File: config.mk
export PLATFORM = sky130hd
export DESIGN_NAME = bus_hs_monitor
export DESIGN_NICKNAME = d
export VERILOG_FILES = /design/src/rtl/bhm_pkg.sv /design/src/rtl/bhm_phase_tracker.sv /design/src/rtl/bhm_commit_checker.sv /design/src/rtl/bhm_xfer_counter.sv /design/src/rtl/bus_hs_monitor.sv
export SDC_FILE = /design/constraint.sdc
export NUM_CORES = 1
export LEC_CHECK = 0
export BUFFER_PORTS_ARGS = -buffer_cell sky130_fd_sc_hd__buf_4
export CAP_MARGIN = 0
export CORE_ASPECT_RATIO = 1.1
export CORE_MARGIN = 2
export CORE_UTILIZATION = 29
export CTS_CLUSTER_DIAMETER = 50
export DETAILED_ROUTE_END_ITERATION = 7
export GPL_TIMING_DRIVEN = 1
export PLACE_DENSITY = 0.49
export SYNTH_ARGS = -nofsm -noshare
export SYNTH_HDL_FRONTEND = slang
export SYNTH_SLANG_ARGS = --single-unit
File: constraint.sdc
create_clock -name clk -period 1.9 [get_ports clk]
set_clock_uncertainty 0.15 [all_clocks]
set_input_delay 0.095 -clock clk [delete_from_list [all_inputs] [get_ports clk]]
set_output_delay 0.095 -clock clk [all_outputs]
set_load 0.05 [all_outputs]
File: src/rtl/bhm_pkg.sv
package bhm_pkg;

    typedef enum logic [1:0] {
        PH_IDLE = 2'd0,
        PH_ADDR = 2'd1,
        PH_DATA = 2'd2
    } phase_e;

    localparam int ERR_W    = 3;
    localparam int ERR_INIT = 0;
    localparam int ERR_TARG = 1;
    localparam int ERR_TERM = 2;

    typedef struct packed {
        logic frame;
        logic irdy;
        logic trdy;
        logic stop;
        logic devsel;
    } bus_s;

    // phase ends when the initiator is ready and the target answers
    function automatic logic phase_done(bus_s b);
        return b.irdy && (b.trdy || b.stop);
    endfunction

    // a data word moves only on a full two-sided ready
    function automatic logic word_moved(bus_s b);
        return b.irdy && b.trdy;
    endfunction

endpackage

File: src/rtl/bhm_phase_tracker.sv
module bhm_phase_tracker
    import bhm_pkg::*;
(
    input  logic   clk,
    input  logic   rst,
    input  logic   frame,
    input  logic   irdy,
    output phase_e cls,
    output logic   busy,
    output phase_e phase_q
);

    logic busy_q;

    always_comb begin
        if (!busy_q) begin
            cls = frame ? PH_ADDR : PH_IDLE;
        end else if (!frame && !irdy) begin
            cls = PH_IDLE;
        end else begin
            cls = PH_DATA;
        end
    end

    always_ff @(posedge clk) begin
        if (rst) begin
            busy_q  <= 1'b0;
            phase_q <= PH_IDLE;
        end else begin
            busy_q  <= (cls != PH_IDLE);
            phase_q <= cls;
        end
    end

    assign busy = busy_q;

endmodule

File: src/rtl/bhm_commit_checker.sv
module bhm_commit_checker
    import bhm_pkg::*;
(
    input  logic             clk,
    input  logic             rst,
    input  bus_s             smp,
    input  logic             busy,
    input  phase_e           cls,
    output logic [ERR_W-1:0] err_q
);

    bus_s             prv_q;
    logic             init_held_q;
    logic             targ_held_q;
    logic [ERR_W-1:0] hit;
    logic             done;
    logic             in_data;

    assign done    = phase_done(smp);
    assign in_data = (cls == PH_DATA);

    always_comb begin
        hit           = '0;
        hit[ERR_INIT] = init_held_q && (!smp.irdy || (smp.frame != prv_q.frame));
        hit[ERR_TARG] = targ_held_q && ((smp.devsel != prv_q.devsel) ||
                                        (smp.trdy   != prv_q.trdy)   ||
                                        (smp.stop   != prv_q.stop));
        hit[ERR_TERM] = busy && prv_q.frame && !smp.frame && !smp.irdy;
    end

    always_ff @(posedge clk) begin
        if (rst) begin
            prv_q       <= '0;
            init_held_q <= 1'b0;
            targ_held_q <= 1'b0;
        end else begin
            prv_q       <= smp;
            init_held_q <= in_data && smp.irdy && !done;
            targ_held_q <= in_data && (smp.trdy || smp.stop) && !done;
        end
    end

    for (genvar g = 0; g < ERR_W; g++) begin : g_sticky
        always_ff @(posedge clk) begin
            if (rst) begin
                err_q[g] <= 1'b0;
            end else if (hit[g]) begin
                err_q[g] <= 1'b1;
            end
        end
    end

endmodule

File: src/rtl/bhm_xfer_counter.sv
module bhm_xfer_counter
    import bhm_pkg::*;
#(
    parameter int CNT_W = 8
) (
    input  logic             clk,
    input  logic             rst,
    input  phase_e           cls,
    input  logic             moved,
    output logic             pulse_q,
    output logic [CNT_W-1:0] cnt_q
);

    localparam logic [CNT_W-1:0] CNT_MAX = {CNT_W{1'b1}};

    logic beat;

    assign beat = (cls == PH_DATA) && moved;

    always_ff @(posedge clk) begin
        if (rst) begin
            pulse_q <= 1'b0;
            cnt_q   <= '0;
        end else begin
            pulse_q <= beat;
            if (cls == PH_ADDR) begin
                cnt_q <= '0;
            end else if (beat && (cnt_q != CNT_MAX)) begin
                cnt_q <= cnt_q + 1'b1;
            end
        end
    end

endmodule

File: src/rtl/bus_hs_monitor.sv
module bus_hs_monitor
    import bhm_pkg::*;
#(
    parameter int CNT_W = 8
) (
    input  logic             clk,
    input  logic             rst,
    input  logic             bus_frame,
    input  logic             bus_irdy,
    input  logic             bus_trdy,
    input  logic             bus_stop,
    input  logic             bus_devsel,
    output logic [1:0]       phase_o,
    output logic             xfer_pulse_o,
    output logic [CNT_W-1:0] xfer_count_o,
    output logic [ERR_W-1:0] err_o
);

    bus_s   smp;
    phase_e cls;
    phase_e phase_q;
    logic   busy;

    assign smp = '{frame: bus_frame, irdy: bus_irdy, trdy: bus_trdy,
                   stop: bus_stop, devsel: bus_devsel};

    bhm_phase_tracker u_phase (
        .clk     (clk),
        .rst     (rst),
        .frame   (smp.frame),
        .irdy    (smp.irdy),
        .cls     (cls),
        .busy    (busy),
        .phase_q (phase_q)
    );

    bhm_commit_checker u_commit (
        .clk   (clk),
        .rst   (rst),
        .smp   (smp),
        .busy  (busy),
        .cls   (cls),
        .err_q (err_o)
    );

    bhm_xfer_counter #(.CNT_W(CNT_W)) u_count (
        .clk     (clk),
        .rst     (rst),
        .cls     (cls),
        .moved   (word_moved(smp)),
        .pulse_q (xfer_pulse_o),
        .cnt_q   (xfer_count_o)
    );

    assign phase_o = phase_q;

endmodule

* Word-level counts from Yosys, hierarchy flattened
Index checks and enable logic that the tools add are counted.
** Cells by class
- $add $sub $neg :: 1
- Multiply operators :: 0
- Divide/modulo/power cells :: 0
- Magnitude comparators :: 0
- Equal/unequal tests :: 7
- Shift operators :: 0
- Muxes and demuxes :: 3
- Bitwise operators :: 0
- Reduce and logical (&&, ||, !) cells :: 23
** Operators with widths (number)
- logical AND 1 bit :: 14
- adder 8 x 1 -> 8 bit (second input constant) :: 1
- inequality test 8 bit (second input constant) :: 1
- logical OR 1 bit :: 4
- 2-to-1 mux 2 bit :: 2
- inequality test 1 bit :: 4
- zero test 1 bit :: 3
- == test 2 x 1 -> 1 bit (second input constant) :: 1
- == test 2 bit (second input constant) :: 1
- nonzero test 2 bit :: 1
- OR reduction 2 bit :: 1
- 2-to-1 mux 1 bit :: 1
** Word-level totals
- Register bits :: 21
- Bits in latches :: 0
- Bits in writable memories :: 0
- Bits in read-only memories :: 0
- Input port bits :: 7
- Output and inout port bits :: 14
- Word-level logic and storage cells :: 47
- Memories kept :: 0

* Logic depth before layout (Yosys ltp)
Gate-level depths: netlist (run 1).
- Word-level depth :: 7
- Gate-level depth with buffers :: 5
- Mapped depth without buffers :: 5

* Modules after synthesis
Synthesis (run 1) repeated with hierarchy kept, for this count alone.
** Second synthesis, totals
- Cells, all modules :: 96
- Area total of the unflattened synthesis :: 943.4 µm²
** Modules (own cells, without submodules)
- bhm_xfer_counter :: instances 1, cells an instance 56, area an instance 508.0 µm², sequential area each 180.2 µm²
- bhm_commit_checker :: instances 1, cells an instance 30, area an instance 331.6 µm², sequential area each 180.2 µm²
- bhm_phase_tracker :: instances 1, cells an instance 9, area an instance 97.6 µm², sequential area each 60.1 µm²
- bus_hs_monitor :: instances 1, cells an instance 1, area an instance 6.3 µm², sequential area each 0.0 µm²

* Worst setup path after synthesis (run 1)
No wires, ideal clock.
- Path type :: register to register
- From :: register u_count.cnt_q[0]
- To :: register u_count.cnt_q[4]
- Library setup time :: 0.116 ns
- Arrival :: 1.506 ns
- Data required time :: 1.634 ns
- Slack :: 0.128 ns
- Cell stages (with the launch flop) :: 6
- Buffers on the path :: 0
- Clock period less this slack :: 1.772 ns
- Cell sequence :: dfxtp_1 -> ha_1 -> nand3_1 -> a211oi_1 -> xnor2_1 -> nor2_1
** On the way
- Word-level cells in the longest chain between the ends :: 2
- Elaborated cells on any way between the ends :: 3
- Those cells by class :: add/sub (1); eq/ne (1); reduce/logical (1)
** RTL lines
- start: declaration :: line bhm_xfer_counter.sv:11 : output logic [CNT_W-1:0] cnt_q
- start signal: assignment :: line bhm_xfer_counter.sv:29 : cnt_q <= cnt_q + 1'b1;
- branches (longest 2 deep; another with adder 8 x 1 -> 8 bit)
Parallel ways; which one is timed is not known.
A chain may end at the register's enable or synchronous reset.

* Worst setup path after layout (run 1)
- From :: register u_phase.busy_q (netlist: u_phase.busy)
- To :: register u_commit.targ_held_q
** On the way
- Word-level cells in the longest chain between the ends :: 4
** RTL lines
- start: declaration :: line bhm_phase_tracker.sv:13 : logic busy_q;
- start signal: assignment :: line bhm_phase_tracker.sv:30 : busy_q <= (cls != PH_IDLE);
- 2-to-1 mux 2 bit :: line bhm_phase_tracker.sv:16 : if (!busy_q) begin
- == test 2 bit :: line bhm_commit_checker.sv:20 : assign in_data = (cls == PH_DATA);
- logical AND 1 bit (2 in series) :: line bhm_commit_checker.sv:39 : targ_held_q <= in_data && (smp.trdy || smp.stop) && !done;
- end signal: assignment :: line bhm_commit_checker.sv:39
- end: declaration :: line bhm_commit_checker.sv:14 : logic targ_held_q;
No other way between the ends.

==> results of run 1 <==
[stage by stage]
stage | cell area, µm² | instances | hold WS [ns] | power, W
3_5_place_dp | 1010 | 140 | 0.163 | 0.000552
6_report | 1140 | 154 | 0.325 | 0.000771
4_1_cts | 1130 | 154 | 0.327 | 0.000785
2_1_floorplan | 820 | 88 | 0.0211 | 0.000522
3_3_place_gp | 1010 | 140 | 0.164 | 0.000552
5_1_grt | 1140 | 154 | 0.336 | 0.000818
[cells in the final DEF (no fill, tap or decap), types with 2 or more instances in the layout]
cell and n:
and3_1 3, nor3_1 4, o21ai_0 2, dlygate4sd3_1 10, clkbuf_4 3, nor2_1 11, nand2_1 5, dfxtp_1 21
a21oi_1 6, buf_4 20, nand3_1 7, nor2b_1 4, xnor2_1 5
[cells in the mapped netlist (all sizes together), types with 3 or more instances]
cell type / count / area (µm²)
nor2: 11 / 41.3
nand3: 7 / 35.0
xnor2: 5 / 43.8
o21ai: 3 / 18.8
a21oi: 6 / 30.0
and3: 5 / 37.5
dfxtp: 21 / 420
nand2: 5 / 18.8
nor3: 5 / 25.0
nor2b: 4 / 25.0
[registers in the layout, indices dropped and copies added (netlist names)]
signal and cells:
u_count.pulse_q 1, u_commit.err_q 3, u_commit.targ_held_q 1, u_phase.phase_q 2, u_commit.init_held_q 1, u_phase.busy 1
u_commit.prv_q 4, u_count.cnt_q 8
[kinds of logic after synthesis]
logic type	share of synthesized area [%]
adder cells (fa/ha/maj)	1.53
AND/OR/NAND/NOR	28.2
flip-flops	51.3
AO/OA/AOI/OAI	11.5
buffers and inverters	1.07
XOR/XNOR	6.41
[routing by layer]
metal	part of all wire (%)	vias up	global-route usage [%]
li1	-	378	-
met1	46	335	14.0
met2	46	21	19.2
met3	5.0	6	3.75
met4	2.7	0	7.50
met5	0	-	0
[what timing repair did]
| item | 4_1_cts | 5_1_grt |
|---|---|---|
| hold buffers | 10 | 0 |
| hold endpoints to repair | 17 | 0 |
| resized for setup | 0 | 1 |
| endpoints found under the setup margin | 0 | 1 |
[report_power, final]
part | internal (W) | switching (W) | total (W)
Sequential | 0.000453 | 0.00000717 | 0.000460
Clock | 0.0000786 | 0.000135 | 0.000213
Combinational | 0.0000465 | 0.0000517 | 0.0000982
Total | 0.000578 | 0.000194 | 0.000771
[final cells by class]
type / count / area, µm² / share of cell area [%]
flip-flops and latches: 21 / 420 / 36.9
multi-input cells: 65 / 395 / 34.7
repair buffers: 30 / 250 / 22.0
well taps: 33 / 41.3 / 3.63
clock buffers: 3 / 22.5 / 1.98
clock inverters: 1 / 5.00 / 0.440
inverters: 1 / 3.75 / 0.330
[worst max-delay path, stage by stage, from the launching register on]
cell	delay, ns
dfxtp_1	0.42
inv_2	0.08
nor3_2	0.25
nor3b_1	0.20
dlygate4sd3_1	0.56
[path summary, 6_finish.rpt]
kind / to / slack [ns] / cells after the start
setup / recovery: u_commit.targ_held_q$_SDFF_PP0_ / 0.21 / 4
hold / removal: u_commit.err_q[0]$_SDFFE_PP0P_ / 0.33 / 2
setup reg to reg: u_commit.targ_held_q$_SDFF_PP0_ / 0.21 / 4
hold reg to reg: u_commit.err_q[0]$_SDFFE_PP0P_ / 0.33 / 2
==> impl_metrics.csv, run 1 <==
group,metric,value,unit
status,outcome,"finished clean",
worst_setup_path,worst-path-max-fanout,4,
clocking,cts_tree,"done",
clocking,cts_buffer_depth,2,
sta,timing.final.hold_violations,0,
logic_synthesis,synth_nets,96,
sta,finalCriticalPeriod,1.69,ns
final_layout,final_nets,130,
power,power_leakage,0.467,nW
logic_synthesis,synth-seq-cells,21,
logic_synthesis,synthArstFlopShare,0,%
final_layout,fillers,279,
clocking,cts_htree_levels,1,
clocking,cts-root-buf,"clkbuf_4",
global_routing,grt_pass1_vias,682,
floorplan,core_area,0.00273,mm²
global_routing,antenna_found_initial,0,
sta,finalMaxSlewViolations,0,
sta,setup_tns,0,ns
sta,rsz0062_at_grt,"false",
clocking,clkLatencyLatePin,0.31,ns
floorplan,die_x,54.7,µm
global_routing,grt_pass1_wl,2860,µm
final_layout,area_delta_synth_final,38.9,%
global_routing,grtUsageTotal,12.2,%
sta,tightest_slew,0.271,ns
sta,slew-limit-headroom,81.8,%
logic_synthesis,synthCells,88,
floorplan,rows,20,
sta,setup_slack,0.207,ns
logic_synthesis,syn-mean-instance-area,9.31,µm²
global_routing,overflow,0,
routing,drc,0,
logic_synthesis,synth_warnings,0,
routing,ant_nets,0,
place,hpwl,1210,µm
sta,finalSetupViolCount,0,
worst_setup_path,reg2reg_from,"u_phase.busy$_SDFF_PP0_",
power,vdd_ir_drop_max,0.369,mV
clocking,cts_setup_buffers,0,
worst_setup_path,cp_data_required_time,2.01,ns
place,gp_congestion,0.866,
final_layout,diodes,0,
final_layout,drive_above_1_share,24.8,%
floorplan,die-area,0.00327,mm²
min_path,hold_class,"reg -> reg",
clocking,cts-buffers-inserted,3,
logic_synthesis,seq_area_frac_synth,51.3,%
power,cellPowerDensity,677,mW/mm²
sta,max_freq,591,MHz
floorplan,ios,21,
min_path,worstHoldStart,"u_commit.init_held_q$_SDFF_PP0_",
place,place_ws,0.334,ns
worst_setup_path,worstSetupStartpointType,"register",
routing,totalWireLength,1750,µm
logic_synthesis,syn_area,820,µm²
job,drv_cap,0,
logic_synthesis,synth.distinct_cells,29,
routing,vias_per_cell,4.81,
place,port_buffers,20,
sta,min_period_over_period,89.1,%
routing,first_pass_iters,4,
logic_synthesis,synth-edff-count,0,
global_routing,grt_max_degree,13,
worst_setup_path,path_class,"reg -> reg",
worst_setup_path,critPathLaunch,"u_phase.busy$_SDFF_PP0_",
clocking,clk_pin_slew_worst_paths,0.12,ns
clocking,clock-sinks,21,
floorplan,dieHeight,59.8,µm
worst_setup_path,worstPathArrival,1.80,ns
routing,drtIter0Drc,10,
routing,avgRoutedWirePerCell,11.4,µm
final_layout,fin_util,41.7,%
routing,via_count,740,
logic_synthesis,synthFlopType,"dfxtp_1",
worst_setup_path,critPathCaptureType,"register",
floorplan,start_util,30.0,%
(Power assumes the default switching activity.)
==> inputs of run 2 (changes only) <==
--- a/config.mk
+++ b/config.mk
@@ -5,6 +5,7 @@
 export SDC_FILE = /design/constraint.sdc
 export NUM_CORES = 1
 export LEC_CHECK = 0
+export ABC_AREA = 1
 export BUFFER_PORTS_ARGS = -buffer_cell sky130_fd_sc_hd__buf_4
 export CAP_MARGIN = 0
 export CORE_ASPECT_RATIO = 1.1
@@ -13,7 +14,7 @@
 export CTS_CLUSTER_DIAMETER = 50
 export DETAILED_ROUTE_END_ITERATION = 7
 export GPL_TIMING_DRIVEN = 1
-export PLACE_DENSITY = 0.49
+export PLACE_DENSITY = 0.48
 export SYNTH_ARGS = -nofsm -noshare
 export SYNTH_HDL_FRONTEND = slang
 export SYNTH_SLANG_ARGS = --single-unit
==> run 2 against run 1 <==
Sequential share of layout area down 3.3 points. Fmax down 2.1%. Register-to-register slack better by 0.12 ns. Largest power group unchanged. Highest routed layer unchanged.
==> impl_metrics.csv, run 2 <==
group,metric,value,unit
place,place_inst,181,
final_layout,final_cell_mix,"nand2_1 (30), dfxtp_1 (21), inv_1 (20), buf_4 (20), nor2_1 (17)",
global_routing,overflow,0,
global_routing,grt_use_met2,20.1,%
logic_synthesis,synthFlopType,"dfxtp_1",
logic_synthesis,yosysMostFrequentCell,"nand2_1",
global_routing,met3_usage,3.04,%
floorplan,ios,21,
sta,finalSetupViolCount,0,
routing,first_pass_iters,4,
routing,drtIter0Drc,25,
worst_setup_path,cp_data_required_time,1.95,ns
clocking,clk_pin_slew_worst_paths,0.12,ns
logic_synthesis,syn-mean-instance-area,7.33,µm²
logic_synthesis,synthCells,129,
routing,vias_per_cell,4.58,
clocking,cts_htree_levels,1,
power,vdd_ir_drop_max,0.320,mV
floorplan,die-area,0.00374,mm²
logic_synthesis,synth.distinct_cells,25,
final_layout,final_nets,170,
logic_synthesis,synthTopCellsByCount,"nand2_1 (30), dfxtp_1 (21), inv_1 (20)",
worst_setup_path,path_class,"in -> reg",
sta,tightest_slew,0.307,ns
final_layout,area_delta_synth_final,32.1,%
global_routing,grt_pass1_vias,839,
floorplan,core_area,0.00307,mm²
final_layout,seq_area,420,µm²
sta,finalCriticalPeriod,1.73,ns
status,outcome,"finished clean",
final_layout,drive_above_1_share,19.9,%
sta,timing.final.hold_violations,0,
clocking,cts_tree,"done",
power,power_leakage,0.586,nW
place,dpl_cell_area,0.00112,mm²
final_layout,fin_util,40.7,%
floorplan,die_x,58.5,µm
global_routing,gr-usage-met1,14.0,%
sta,setup_tns,0,ns
floorplan,dieHeight,63.9,µm
logic_synthesis,synth-edff-count,0,
logic_synthesis,synth_nets,137,
clocking,cts-buffers-inserted,3,
final_layout,layout_commonest_cell,"nand2_1",
global_routing,grt_pass1_wl,3430,µm
final_layout,fillers,326,
routing,totalWireLength,1960,µm
logic_synthesis,synthArstFlopShare,0,%
worst_setup_path,worstPathArrival,1.78,ns
place,gp_congestion,0.731,
global_routing,grtUsageTotal,12.1,%
sta,rsz0062_at_grt,"false",
sta,max_freq,578,MHz
final_layout,regMostFlops,"u_count.cnt_q",
place,hpwl,1450,µm
logic_synthesis,synth_top_area_cell,"dfxtp_1",
clocking,cts_buffer_depth,2,
routing,ant_nets,0,
worst_setup_path,worstSetupStartpointType,"primary input",
logic_synthesis,synth_top_area_share,44.4,%
clocking,clock-sinks,21,
logic_synthesis,ys_top_cells_by_area,"dfxtp_1 (44%), nand2_1 (12%), inv_1 (7.9%)",
clocking,cts-root-buf,"clkbuf_4",
floorplan,start_util,30.8,%
floorplan,rows,21,
global_routing,grt_max_degree,14,
global_routing,antenna_found_initial,0,
logic_synthesis,synth-seq-cells,21,
final_layout,diodes,0,
sta,min_period_over_period,91.0,%
sta,finalMaxSlewViolations,0,
min_path,hold_class,"reg -> reg",
final_layout,multi_input_area,432,µm²
logic_synthesis,synth_warnings,0,
routing,via_count,893,
power,cellPowerDensity,620,mW/mm²
sta,slew-limit-headroom,79.5,%
logic_synthesis,syn_area,946,µm²
final_layout,instances_no_fill,195,
job,drv_cap,0,
sta,holdWs,0.303,ns
final_layout,design_area,0.00125,mm²
routing,drc,0,
place,port_buffers,20,
logic_synthesis,seq_area_frac_synth,44.4,%
final_layout,largest_register_ffs,8,
clocking,clkLatencyLatePin,0.30,ns
worst_setup_path,worst-path-max-fanout,4,
final_layout,reg_top3,"u_count.cnt_q (8), u_commit.prv_q (4), u_commit.err_q (3)",
worst_setup_path,critPathCaptureType,"register",
routing,avgRoutedWirePerCell,10.1,µm
global_routing,grt_busiest_layer,"met2",
run 2: critical path, cell delays in order:
cell,delay (ns)
dlygate4sd3_1,0.53
buf_4,0.15
o21ai_2,0.22
inv_1,0.06
nand2_1,0.12
a211oi_1,0.06
dlygate4sd3_1,0.55
run 2: kinds of logic (layout without fill, tap and decap cells):
logic type | count (synthesis) | in the layout | synth area share [%]
and+or+nand+nor | 66 | 66 | 33.1
buffers and inverters | 23 | 55 | 9.92
DFF | 21 | 21 | 44.4
AOI/OAI and AO/OA | 17 | 17 | 10.3
adders and majority gates | 1 | 1 | 1.32
xor gates and xnor gates | 1 | 1 | 0.926
run 2: cell type report:
cell class	count	area share (%)
tap	34	3.40
inverter	21	6.31
timing repair buffer	30	20.0
clock buffer	4	2.10
sequential	21	33.6
multi-input combinational	85	34.5
run 2: final timing paths:
kind | startpoint | endpoint | slack (ns) | cells past startpoint
worst max register to register | u_phase.busy$_SDFF_PP0_ | u_commit.targ_held_q$_SDFF_PP0_ | 0.33 | 5
worst min-delay path | u_commit.targ_held_q$_SDFF_PP0_ | u_commit.err_q[1]$_SDFFE_PP0P_ | 0.30 | 2
worst min register to register | u_commit.targ_held_q$_SDFF_PP0_ | u_commit.err_q[1]$_SDFFE_PP0P_ | 0.30 | 2
worst max-delay path | bus_irdy | u_commit.targ_held_q$_SDFF_PP0_ | 0.17 | 7
run 2: timing repair:
item | CTS | global route
gates resized for setup | 0 | 0
endpoints found under the hold margin | 12 | 0
hold buffers | 10 | 0
buffers inserted | 0 | 0
run 2: layer usage:
metal	vias up	part of all wire, %
li1	466	-
met1	407	44
met2	15	49
met3	5	4.4
met4	0	2.2
met5	-	0
run 2: stage by stage:
step / setup slack [ns] / total power, W
2_1_floorplan: 0.146 / 0.000528
3_3_place_gp: 0.471 / 0.000557
3_5_place_dp: 0.420 / 0.000558
4_1_cts: 0.168 / 0.000794
5_1_grt: 0.0960 / 0.000835
6_report: 0.171 / 0.000775
run 2: where the power goes:
| part | switching, W | internal [W] | leakage, nW |
|---|---|---|---|
| Clock | 0.000133 | 0.0000818 | 0.0150 |
| Combinational | 0.0000580 | 0.0000419 | 0.400 |
| Sequential | 0.00000739 | 0.000452 | 0.171 |
